### config.mk
export PLATFORM = sky130hd
export DESIGN_NAME = ipsig_top
export DESIGN_NICKNAME = d
export VERILOG_FILES = /design/src/rtl/ipsig_pkg.sv /design/src/rtl/ipsig_port_decode.sv /design/src/rtl/ipsig_bit_store.sv /design/src/rtl/ipsig_irq_gate.sv /design/src/rtl/ipsig_top.sv
export SDC_FILE = /design/constraint.sdc
export NUM_CORES = 1
export LEC_CHECK = 0
export ABC_AREA = 1
export BUFFER_PORTS_ARGS = -buffer_cell sky130_fd_sc_hd__buf_2
export CORE_UTILIZATION = 30
export CTS_BUF_LIST = sky130_fd_sc_hd__clkbuf_4
export CTS_CLUSTER_SIZE = 16
export DETAILED_ROUTE_END_ITERATION = 8
export GPL_TIMING_DRIVEN = 0
export HOLD_SLACK_MARGIN = 0.15
export SLEW_MARGIN = 20
export SYNTH_ARGS = -nofsm -noshare
export SYNTH_HDL_FRONTEND = slang
export SYNTH_SLANG_ARGS = --single-unit
### constraint.sdc
create_clock -name clk -period 0.8 [get_ports clk]
set_input_delay 0.04 -clock clk [delete_from_list [all_inputs] [get_ports clk]]
set_output_delay 0.04 -clock clk [all_outputs]
set_load 0.05 [all_outputs]
### src/rtl/ipsig_pkg.sv
// Package: shared register-offset encoding for the signal register ports.
// Assumes a single address bit per port selects one of two registers.
package ipsig_pkg;
    typedef enum logic {
        REG_SET = 1'b0,
        REG_CLR = 1'b1
    } ipsig_reg_e;
endpackage

### src/rtl/ipsig_port_decode.sv
// Module: ipsig_port_decode
// Turns one processor's register write into a set mask and a clear mask.
// Assumes: sel/wr are qualified strobes, and a write of zero bits is a no-op.
module ipsig_port_decode
    import ipsig_pkg::*;
#(
    parameter int N = 8
) (
    input  logic         sel,
    input  logic         wr,
    input  logic         addr,
    input  logic [N-1:0] wdata,
    output logic [N-1:0] set_mask,
    output logic [N-1:0] clr_mask
);
    logic wr_en;

    // Purpose: qualify the write with both strobes.
    always_comb wr_en = sel & wr;

    // Purpose: route write data to the set or clear mask by offset.
    always_comb begin
        set_mask = '0;
        clr_mask = '0;
        if (wr_en) begin
            if (ipsig_reg_e'(addr) == REG_SET) set_mask = wdata;
            else                               clr_mask = wdata;
        end
    end
endmodule

### src/rtl/ipsig_bit_store.sv
// Module: ipsig_bit_store
// Holds the flag vector and merges set/clear masks from every port.
// Assumes: set has priority over clear for the same bit in one cycle.
module ipsig_bit_store #(
    parameter int N         = 8,
    parameter int NUM_PORTS = 2
) (
    input  logic                           clk,
    input  logic                           rst_n,
    input  logic [NUM_PORTS-1:0][N-1:0]    set_masks,
    input  logic [NUM_PORTS-1:0][N-1:0]    clr_masks,
    output logic [N-1:0]                   flags
);
    logic [N-1:0] set_any;
    logic [N-1:0] clr_any;
    logic [N-1:0] flags_nxt;

    // Purpose: OR together the masks of all ports.
    always_comb begin
        set_any = '0;
        clr_any = '0;
        for (int p = 0; p < NUM_PORTS; p++) begin
            set_any |= set_masks[p];
            clr_any |= clr_masks[p];
        end
    end

    // Purpose: apply clears first, then sets so a set wins.
    always_comb flags_nxt = (flags & ~clr_any) | set_any;

    // Purpose: flag register with synchronous active-low reset.
    always_ff @(posedge clk) begin
        if (!rst_n) flags <= '0;
        else        flags <= flags_nxt;
    end
endmodule

### src/rtl/ipsig_irq_gate.sv
// Module: ipsig_irq_gate
// Gates one half of the flag vector with a receiver's enable mask.
// Assumes: outputs are level requests consumed by a downstream controller.
module ipsig_irq_gate #(
    parameter int W = 4
) (
    input  logic [W-1:0] flags_half,
    input  logic [W-1:0] enable,
    output logic [W-1:0] irq
);
    // Purpose: per-bit enable gating.
    always_comb irq = flags_half & enable;
endmodule

### src/rtl/ipsig_top.sv
// Module: ipsig_top
// Shared signal register between a host and a DSP. Each side has a set
// and a clear register; the low flag half interrupts the DSP, the high
// half interrupts the host.
// Assumes: N is even; bus arbitration is handled outside this block.
module ipsig_top #(
    parameter int N = 8
) (
    input  logic             clk,
    input  logic             rst_n,
    input  logic             host_sel,
    input  logic             host_wr,
    input  logic             host_addr,
    input  logic [N-1:0]     host_wdata,
    output logic [N-1:0]     host_rdata,
    input  logic             dsp_sel,
    input  logic             dsp_wr,
    input  logic             dsp_addr,
    input  logic [N-1:0]     dsp_wdata,
    output logic [N-1:0]     dsp_rdata,
    input  logic [N/2-1:0]   dsp_irq_en,
    input  logic [N/2-1:0]   host_irq_en,
    output logic [N/2-1:0]   dsp_irq,
    output logic [N/2-1:0]   host_irq
);
    localparam int HALF      = N / 2;
    localparam int NUM_PORTS = 2;
    localparam int P_HOST    = 0;
    localparam int P_DSP     = 1;

    logic [NUM_PORTS-1:0]        p_sel;
    logic [NUM_PORTS-1:0]        p_wr;
    logic [NUM_PORTS-1:0]        p_addr;
    logic [NUM_PORTS-1:0][N-1:0] p_wdata;
    logic [NUM_PORTS-1:0][N-1:0] p_set;
    logic [NUM_PORTS-1:0][N-1:0] p_clr;
    logic [N-1:0]                flags;

    // Purpose: gather both processor ports into indexed arrays.
    always_comb begin
        p_sel[P_HOST]   = host_sel;
        p_wr[P_HOST]    = host_wr;
        p_addr[P_HOST]  = host_addr;
        p_wdata[P_HOST] = host_wdata;
        p_sel[P_DSP]    = dsp_sel;
        p_wr[P_DSP]     = dsp_wr;
        p_addr[P_DSP]   = dsp_addr;
        p_wdata[P_DSP]  = dsp_wdata;
    end

    genvar gp;
    generate
        for (gp = 0; gp < NUM_PORTS; gp++) begin : g_port
            ipsig_port_decode #(.N(N)) u_dec (
                .sel      (p_sel[gp]),
                .wr       (p_wr[gp]),
                .addr     (p_addr[gp]),
                .wdata    (p_wdata[gp]),
                .set_mask (p_set[gp]),
                .clr_mask (p_clr[gp])
            );
        end
    endgenerate

    ipsig_bit_store #(.N(N), .NUM_PORTS(NUM_PORTS)) u_store (
        .clk       (clk),
        .rst_n     (rst_n),
        .set_masks (p_set),
        .clr_masks (p_clr),
        .flags     (flags)
    );

    // Purpose: both register offsets read back the live flag vector.
    always_comb begin
        host_rdata = flags;
        dsp_rdata  = flags;
    end

    ipsig_irq_gate #(.W(HALF)) u_dsp_gate (
        .flags_half (flags[HALF-1:0]),
        .enable     (dsp_irq_en),
        .irq        (dsp_irq)
    );

    ipsig_irq_gate #(.W(HALF)) u_host_gate (
        .flags_half (flags[N-1:HALF]),
        .enable     (host_irq_en),
        .irq        (host_irq)
    );
endmodule

==> results of run 1 <==
## kinds of logic after synthesis
kind of cell | Yosys count | share of synthesized area, %
buffers and inverters | 39 | 26.4
flip-flops | 8 | 21.5
AND/OR/NAND/NOR | 98 | 52.1
## cells in the mapped netlist
master	count	share of area (%)
inv_4	1	0.84
inv_2	1	0.50
buf_6	2	3.0
nor2_1	48	24
inv_1	25	13
buf_4	8	8.1
dfxtp_1	8	22
clkbuf_2	2	1.3
nand3_1	8	5.4
nand2_2	1	0.84
nand2_4	1	1.5
nand2_1	40	20
## path summary, 6_finish.rpt
check | start | endpoint | slack [ps] | depth (start not counted)
worst max-delay path | u_store.flags[2] | dsp_irq[2] | -150 | 3
worst min-delay path | rst_n | u_store.flags[2] | 150 | 3
worst max register to register | u_store.flags[2] | u_store.flags[2] | 80 | 4
worst min register to register | u_store.flags[4] | u_store.flags[4] | 600 | 4
## where the power goes
| part | total [W] | switching (W) | internal, W |
|---|---|---|---|
| combinational | 0.000697 | 0.000404 | 0.000293 |
| sequential | 0.000450 | 0.0000401 | 0.000410 |
| clock | 0.000322 | 0.000150 | 0.000173 |
| total | 0.00147 | 0.000594 | 0.000875 |
## critical path, delay by kind of cell (launching register included)
family	cells	cell delay, ps
buf+inv	2	230
flops	1	370
simple gates	1	70
## what timing repair did
item	CTS	global route
resized for setup	69	19
hold endpoints to repair	1	0
endpoints found under the setup margin	24	24
setup buffers	0	0
pin swaps	1	0
## placed cells by master, fill, tap and decap left out, types with 8 or more instances in the layout
cell / instances
buf_8: 19
clkinvlp_4: 8
nand2_1: 32
buf_6: 11
nor2_1: 48
nand2_4: 9
inv_1: 17
nand3_1: 8
dfxtp_4: 8
buf_2: 28
## stage by stage
| stage | TNS, ps | instances | area [sq um] | util, % |
|---|---|---|---|---|
| 2_1_floorplan | 0 | 145 | 805 | - |
| 3_3_place_gp | -364 | 224 | 1090 | 48.1 |
| 3_5_place_dp | -395 | 224 | 1090 | 48.1 |
| 4_1_cts | -2890 | 227 | 1350 | 59.3 |
| 5_1_grt | -3380 | 227 | 1410 | 62.0 |
| 6_report | -2470 | 227 | 1410 | 62.0 |
## per-layer routing
layer	up-vias	GRT usage [%]	share of wire (%)
li1	516	-	-
met1	425	21.1	42
met2	43	31.6	50
met3	2	4.09	7.8
met4	0	6.76	0.54
met5	-	0	0
## cell type report
cell class / instances / area [sq um]
Buffer: 12 / 115
Clock buffer: 3 / 22.5
Fill cell: 212 / 865
Inverter: 27 / 134
Multi-Input combinational cell: 98 / 448
Sequential cell: 8 / 190
Tap cell: 28 / 35.0
Timing Repair Buffer: 51 / 467
==> impl_results.md, run 1 <==
* Status: finished with violations
* Failing checks: setup timing
* Crit. End Element: primary output
* Regs by FF count: u_store.flags x8
* Area Growth Syn to Fin at 89.6%
* Synth Cell Area at roughly 740 sq um
* CTS tree: yes
* Cells after synthesis at approximately 150
* Syn. warnings at 0
* Max incr delay on CP at around 370 ps
* Worst path slowest cell: dfxtp_4
* H-tree depth at 1
* Final WL at 2.24 mm
* Routed len/inst at 9.85 um
* Actual slew at the worst max-slew pin at 285 ps
* Nets@finish at 233
* Max FO, Critical Path at 4
* Residual DRC at 0
* Die footprint at around 0.0027 sq mm
* Core Rows at 17
* Number of flip-flops under the largest register name at 8
* GRT Total Usage at 18.0%
* Seq/Total Area, Yosys at 21.5%
* Final Hold Violating Endpoints at 0
* Syn_area_per_cell at approximately 5.1 sq um
* Pre-Repair DR Iteration Count at 4
* Later-pin clock latency in the skew report at approximately 250 ps
* Min Tclk post-route at between 900 and 1000 ps
* Clock Skews at 0 ps
* Place WS at -56.8 ps
* Dpl hpwl at 1.62 mm
* Hold WS at between 100 and 150 ps
* Post-synth cell types at 12
* Largest Register: u_store.flags
* Ant diodes at 0
* Vias in the first global route at between 800 and 900
* Pwr/cell area at around 1000 mW/mm^2
* Setup ws final at -152 ps
* Hold Path Class: in2reg
* Post-route total power at between 0.001 and 0.0015 W
* Initial antenna violation count at 0
* Clk slew on worst S/H paths at roughly 60 ps
* RSZ-0062 raised after global routing: true
* CTS max path bufs at 2
* Port bufs at roughly 50
* Die Span Y at 51.8 um
* Ports at 56
* Routed Antenna Nets at 0
* Starting Density at between 30% and 40%
* Type of the worst setup path: reg2out
* Vias at 986
* Arrival time worst endpoint at ~910 ps
* TritonCTS Buffers at 3
* Fmax at ~1100 MHz
* Share of layout cells above drive strength 1 at between 40 and 50%
* Worst Path Required at about 760 ps
* Initial drt markers at 19
* Vias per std cell at about 4.3
* Final Slew Violations at 0
* Global-route wire length before repair at 3.51 mm
* Core area at approximately 0.0023 sq mm
* VDD IR max at 727 uV
* GP Congestion at approximately 0.76
* Critical Path, Cell by Cell: nand2_4, clkinvlp_4, buf_8
* Worst rel slew slack at between 80% and 90%
* Crit share post-route at 119%
* Pin count of the biggest net entering global routing at 10
* Lkg Pwr at roughly 0.79 nW
* Synth Net Count at between 150 and 200
* Num Clock Sinks at 8
* Seq cells post-synth at 8
* Setup Viol. Count Final at 24
* Worst Setup Start Kind: register
* Die width at roughly 52 um
* Grt total ovfl at 0
* Clock root cell: clkbuf_4
* Max-cap violations at 0
Power figures use the tool's default switching activity.
==> inputs of run 2 (changes only) <==
- ABC_AREA: 1 -> default
- PLACE_DENSITY: default -> 0.69
- clock period: 0.8 -> 0.9 ns (I/O delays scaled with it)
==> run 2 against run 1 <==
The flow still finishes with violations (setup timing). Synthesized cell count is 51% lower. Final area is 6.6% lower. Flip-flop and latch count stayed put. Die area is 23% lower. Non-clock buffer count is 21 higher. Cell count is 25% lower. Synthesized area is 24% lower. Combinational power is 10% lower. Clock power is 12% lower. Core utilization is 13 points higher. Sequential share of layout area is 0.56 points lower. Wire length is 1.9% lower. Critical path type unchanged. Critical endpoint is now dsp_irq[3].
==> impl_results.md, run 2 <==
* Die Span Y at 45.4 um (-12%)
* Reg power frac at 30.8% (+0.2 points)
* Crit path max-delay family: flip-flops
* Setup Total Neg Slack at -324 ps (+2150 ps)
* Most common cell after layout, fill and taps aside: buf_2
* Place WS at -21.0 ps (+35.8 ps)
* Ant diodes at 0 (unchanged)
* Num Clock Sinks at 8 (unchanged)
* Starting Density at 32.4% (-0.31 points)
* Arrival time worst endpoint at 910 ps (about the same)
* CTS max path bufs at 2 (unchanged)
* Met3 WL at 156 um (-11%)
* Number of flip-flops under the largest register name at 8 (unchanged)
* Sw Share at 36.4% (-4.0 points)
* Vias in the first global route at 695 (-18%)
* Critical Path, Cell by Cell: and2_4, buf_8
* Max Used Layer: met4
* Cells after synthesis at 71 (-51%)
* Post-synth top area share at 28.3% (+4.1 points)
* Global-route wire length before repair at 2.88 mm (-18%)
* Initial antenna violation count at 0 (unchanged)
* Ys flop type: dfxtp_1
* Share of layout cells above drive strength 1 at 63.4% (+16 points)
* Post-CTS Hold Buffers at 17
* Die width at 45.4 um (-12%)
* Largest Register: u_store.flags
* Min-Delay Endpoint: u_store.flags[6]
* VDD IR max at 775 uV (+6.7%)
* Pin count of the biggest net entering global routing at 10 (unchanged)
* Setup ws final at -58.0 ps (+93.7 ps)
* Clock Skews at 0 ps (unchanged)
* Area Growth Syn to Fin at 133%
* Type of the worst setup path: reg2out
* Residual DRC at 0 (unchanged)
* Lkg Pwr at 0.646 nW (-19%)
* Actual slew at the worst max-slew pin at 249 ps (-36.7 ps)
* Core Rows at 15 (-2)
* Reg2reg setup slack at 190 ps (+110 ps)
* Ports at 56 (unchanged)
* Cells on Worst Hold Path at 3 (unchanged)
* Final Slew Violations at 0 (unchanged)
* Switch Pwr at 0.000477 W (-20%)
* Later-pin clock latency in the skew report at 250 ps (about the same)
* Regs by FF count: u_store.flags x8
* Crit. End Element: primary output
* Max FO, Critical Path at 4 (unchanged)
* RSZ-0062 raised after global routing: true
* Initial drt markers at 25 (+6)
* Clk slew on worst S/H paths at 60 ps (about the same)
* Worst rel slew slack at 83.5% (+2.6 points)
* GP Congestion at 0.667 (-12%)
* Crit share post-route at 106%
* Hold WS at 74.7 ps (-73.8 ps)
* Wl on met1 at 766 um (-18%)
* Vias at 830 (-16%)
* Asr flop ratio synth at 0% (unchanged)
* Clock root cell: clkbuf_4
* Worst Setup Start Kind: register
* Post-Layout Cell Count at 170 (-25%)
* TritonCTS Buffers at 3 (unchanged)
* Syn. warnings at 0 (unchanged)
* HP Start: rst_n
* Final Hold Violating Endpoints at 0 (unchanged)
* Failing checks: setup timing
* Synth area leaders: dfxtp_1, nand3_1, buf_4
* Routed len/inst at 12.9 um (+31%)
* Dpl hpwl at 1.19 mm (-26%)
* Seq cells post-synth at 8 (unchanged)
* Pre-Repair DR Iteration Count at 4 (unchanged)
* Logic gate share of total power at 47.7% (+0.3 points)
* Worst Path Required at 850 ps (+90 ps)
* Pwr/cell area at 995 mW/mm^2 (-4.4%)
* Synth Net Count at 103 (-42%)
* Fmax at 1040 MHz
* Capturing point of the worst reg2reg path: u_store.flags[3]
* Most common cell in the netlist: nand3_1
* Final WL at 2.19 mm (-1.9%)
* Clock power frac at 21.5% (-0.4 points)
* Number of cells on the critical path at 2 (-1)
* Worst path slowest cell: dfxtp_2
* RR Startpoint: u_store.flags[3]
* Dpl cells at 148 (-34%)
* H-tree depth at 1 (unchanged)
* Synth Cell Area at 566 sq um (-24%)
* Hold Path Class: in2reg
* Most frequent cells in the layout: buf_2, nand3_1, dlygate4sd3_1, buf_8, buf_4
* Max incr delay on CP at 370 ps (about the same)
* Internal power at 0.000834 W (-4.7%)
* Post-synth top area cell: dfxtp_1
* Setup Viol. Count Final at 12 (-50%)
* Routed Antenna Nets at 0 (unchanged)
* Min Tclk post-route at ~960 ps
* CTS tree: yes
* Nets@finish at 179 (-23%)
* Met2 WL at 1.24 mm (+12%)
* Grt total ovfl at 0 (unchanged)
* Post-synth cell types at 12 (unchanged)
* Syn_area_per_cell at 7.97 sq um (+55%)
* Core area at 0.00175 sq mm (-23%)
* Max-cap violations at 0 (unchanged)
* Die footprint at 0.00206 sq mm (-23%)
* Seq/Total Area, Yosys at 28.3% (+6.8 points)
* Port bufs at 52 (+2.0%)
* GRT Total Usage at 19.7% (+1.6 points)
* Status: finished with violations
* EDFF count, synth at 0 (unchanged)
* R2R cell count at 3 (-1)
* Vias per std cell at 4.88 (+12%)
* WP buf/inv at 1 (-1)
-- run 2: cell types whose count changed in the layout (fill, tap and decap cells not counted), moves of 9 or more --
| cell | previous run | this run |
|---|---|---|
| inv_1 | 17 | 0 |
| nand2_4 | 9 | 0 |
| nor2_1 | 48 | 0 |
| buf_4 | 3 | 13 |
| dlygate4sd3_1 | 0 | 16 |
| nand2_1 | 32 | 0 |
-- run 2: final cells by class --
cell class	count	area, sq um
multi-input combinational	50	342
clock buffer	3	22.5
buffer	13	126
timing repair buffer	71	626
tap	25	31.3
sequential	8	170
fill	118	428
-- run 2: worst reg2reg max path: stages (launching register included) --
cell and delay [ps]:
dfxtp_2 370, buf_4 110, nand3_1 60, o21ai_1 100
-- run 2: power groups by stage --
stage	Sequential (W)	Clock (W)	Combinational [W]
CTS	0.000399	0.000287	0.000561
detailed placement	0.000405	0	0.000439
global placement	0.000404	0	0.000436
floorplan	0.000477	0	0.000235
finish	0.000404	0.000282	0.000625
global route	0.000407	0.000320	0.000651
-- run 2: what timing repair did --
action / CTS / global route
resized for setup: 51 / 29
pin swaps: 1 / 2
endpoints found under the hold margin: 8 / 8
buffers inserted: 0 / 3
endpoints found under the setup margin: 19 / 29
-- run 2: routing by layer --
| layer | global-route usage [%] | vias up |
|---|---|---|
| li1 | - | 405 |
| met1 | 21.5 | 376 |
| met2 | 36.3 | 45 |
| met3 | 4.37 | 4 |
| met4 | 7.27 | 0 |
| met5 | 0 | - |
-- run 2: how the worst max path moves through the flow --
stage	to	from
floorplan	dsp_irq[0]	u_store.flags[0]
global placement	u_store.flags[0]	host_wr
detailed placement	u_store.flags[5]	host_wr
CTS	dsp_irq[2]	u_store.flags[2]
global route	dsp_irq[1]	u_store.flags[1]
finish	dsp_irq[3]	u_store.flags[3]
-- run 2: logic make-up (layout without fill, tap and decap cells) --
group	count (synthesis)	count (layout)	share of synthesized area (%)
buffers and inverters	13	87	18.4
and+or+nand+nor	34	34	34.7
AOI/OAI and AO/OA	16	16	18.6
DFF	8	8	28.3
-- run 2: stage by stage --
stage	utilization (%)	area, sq um	total power, W
2_1_floorplan	-	586	0.000712
5_1_grt	75.5	1320	0.00138
4_1_cts	69.7	1220	0.00125
3_5_place_dp	50.3	877	0.000844
3_3_place_gp	50.3	877	0.000840
6_report	75.5	1320	0.00131
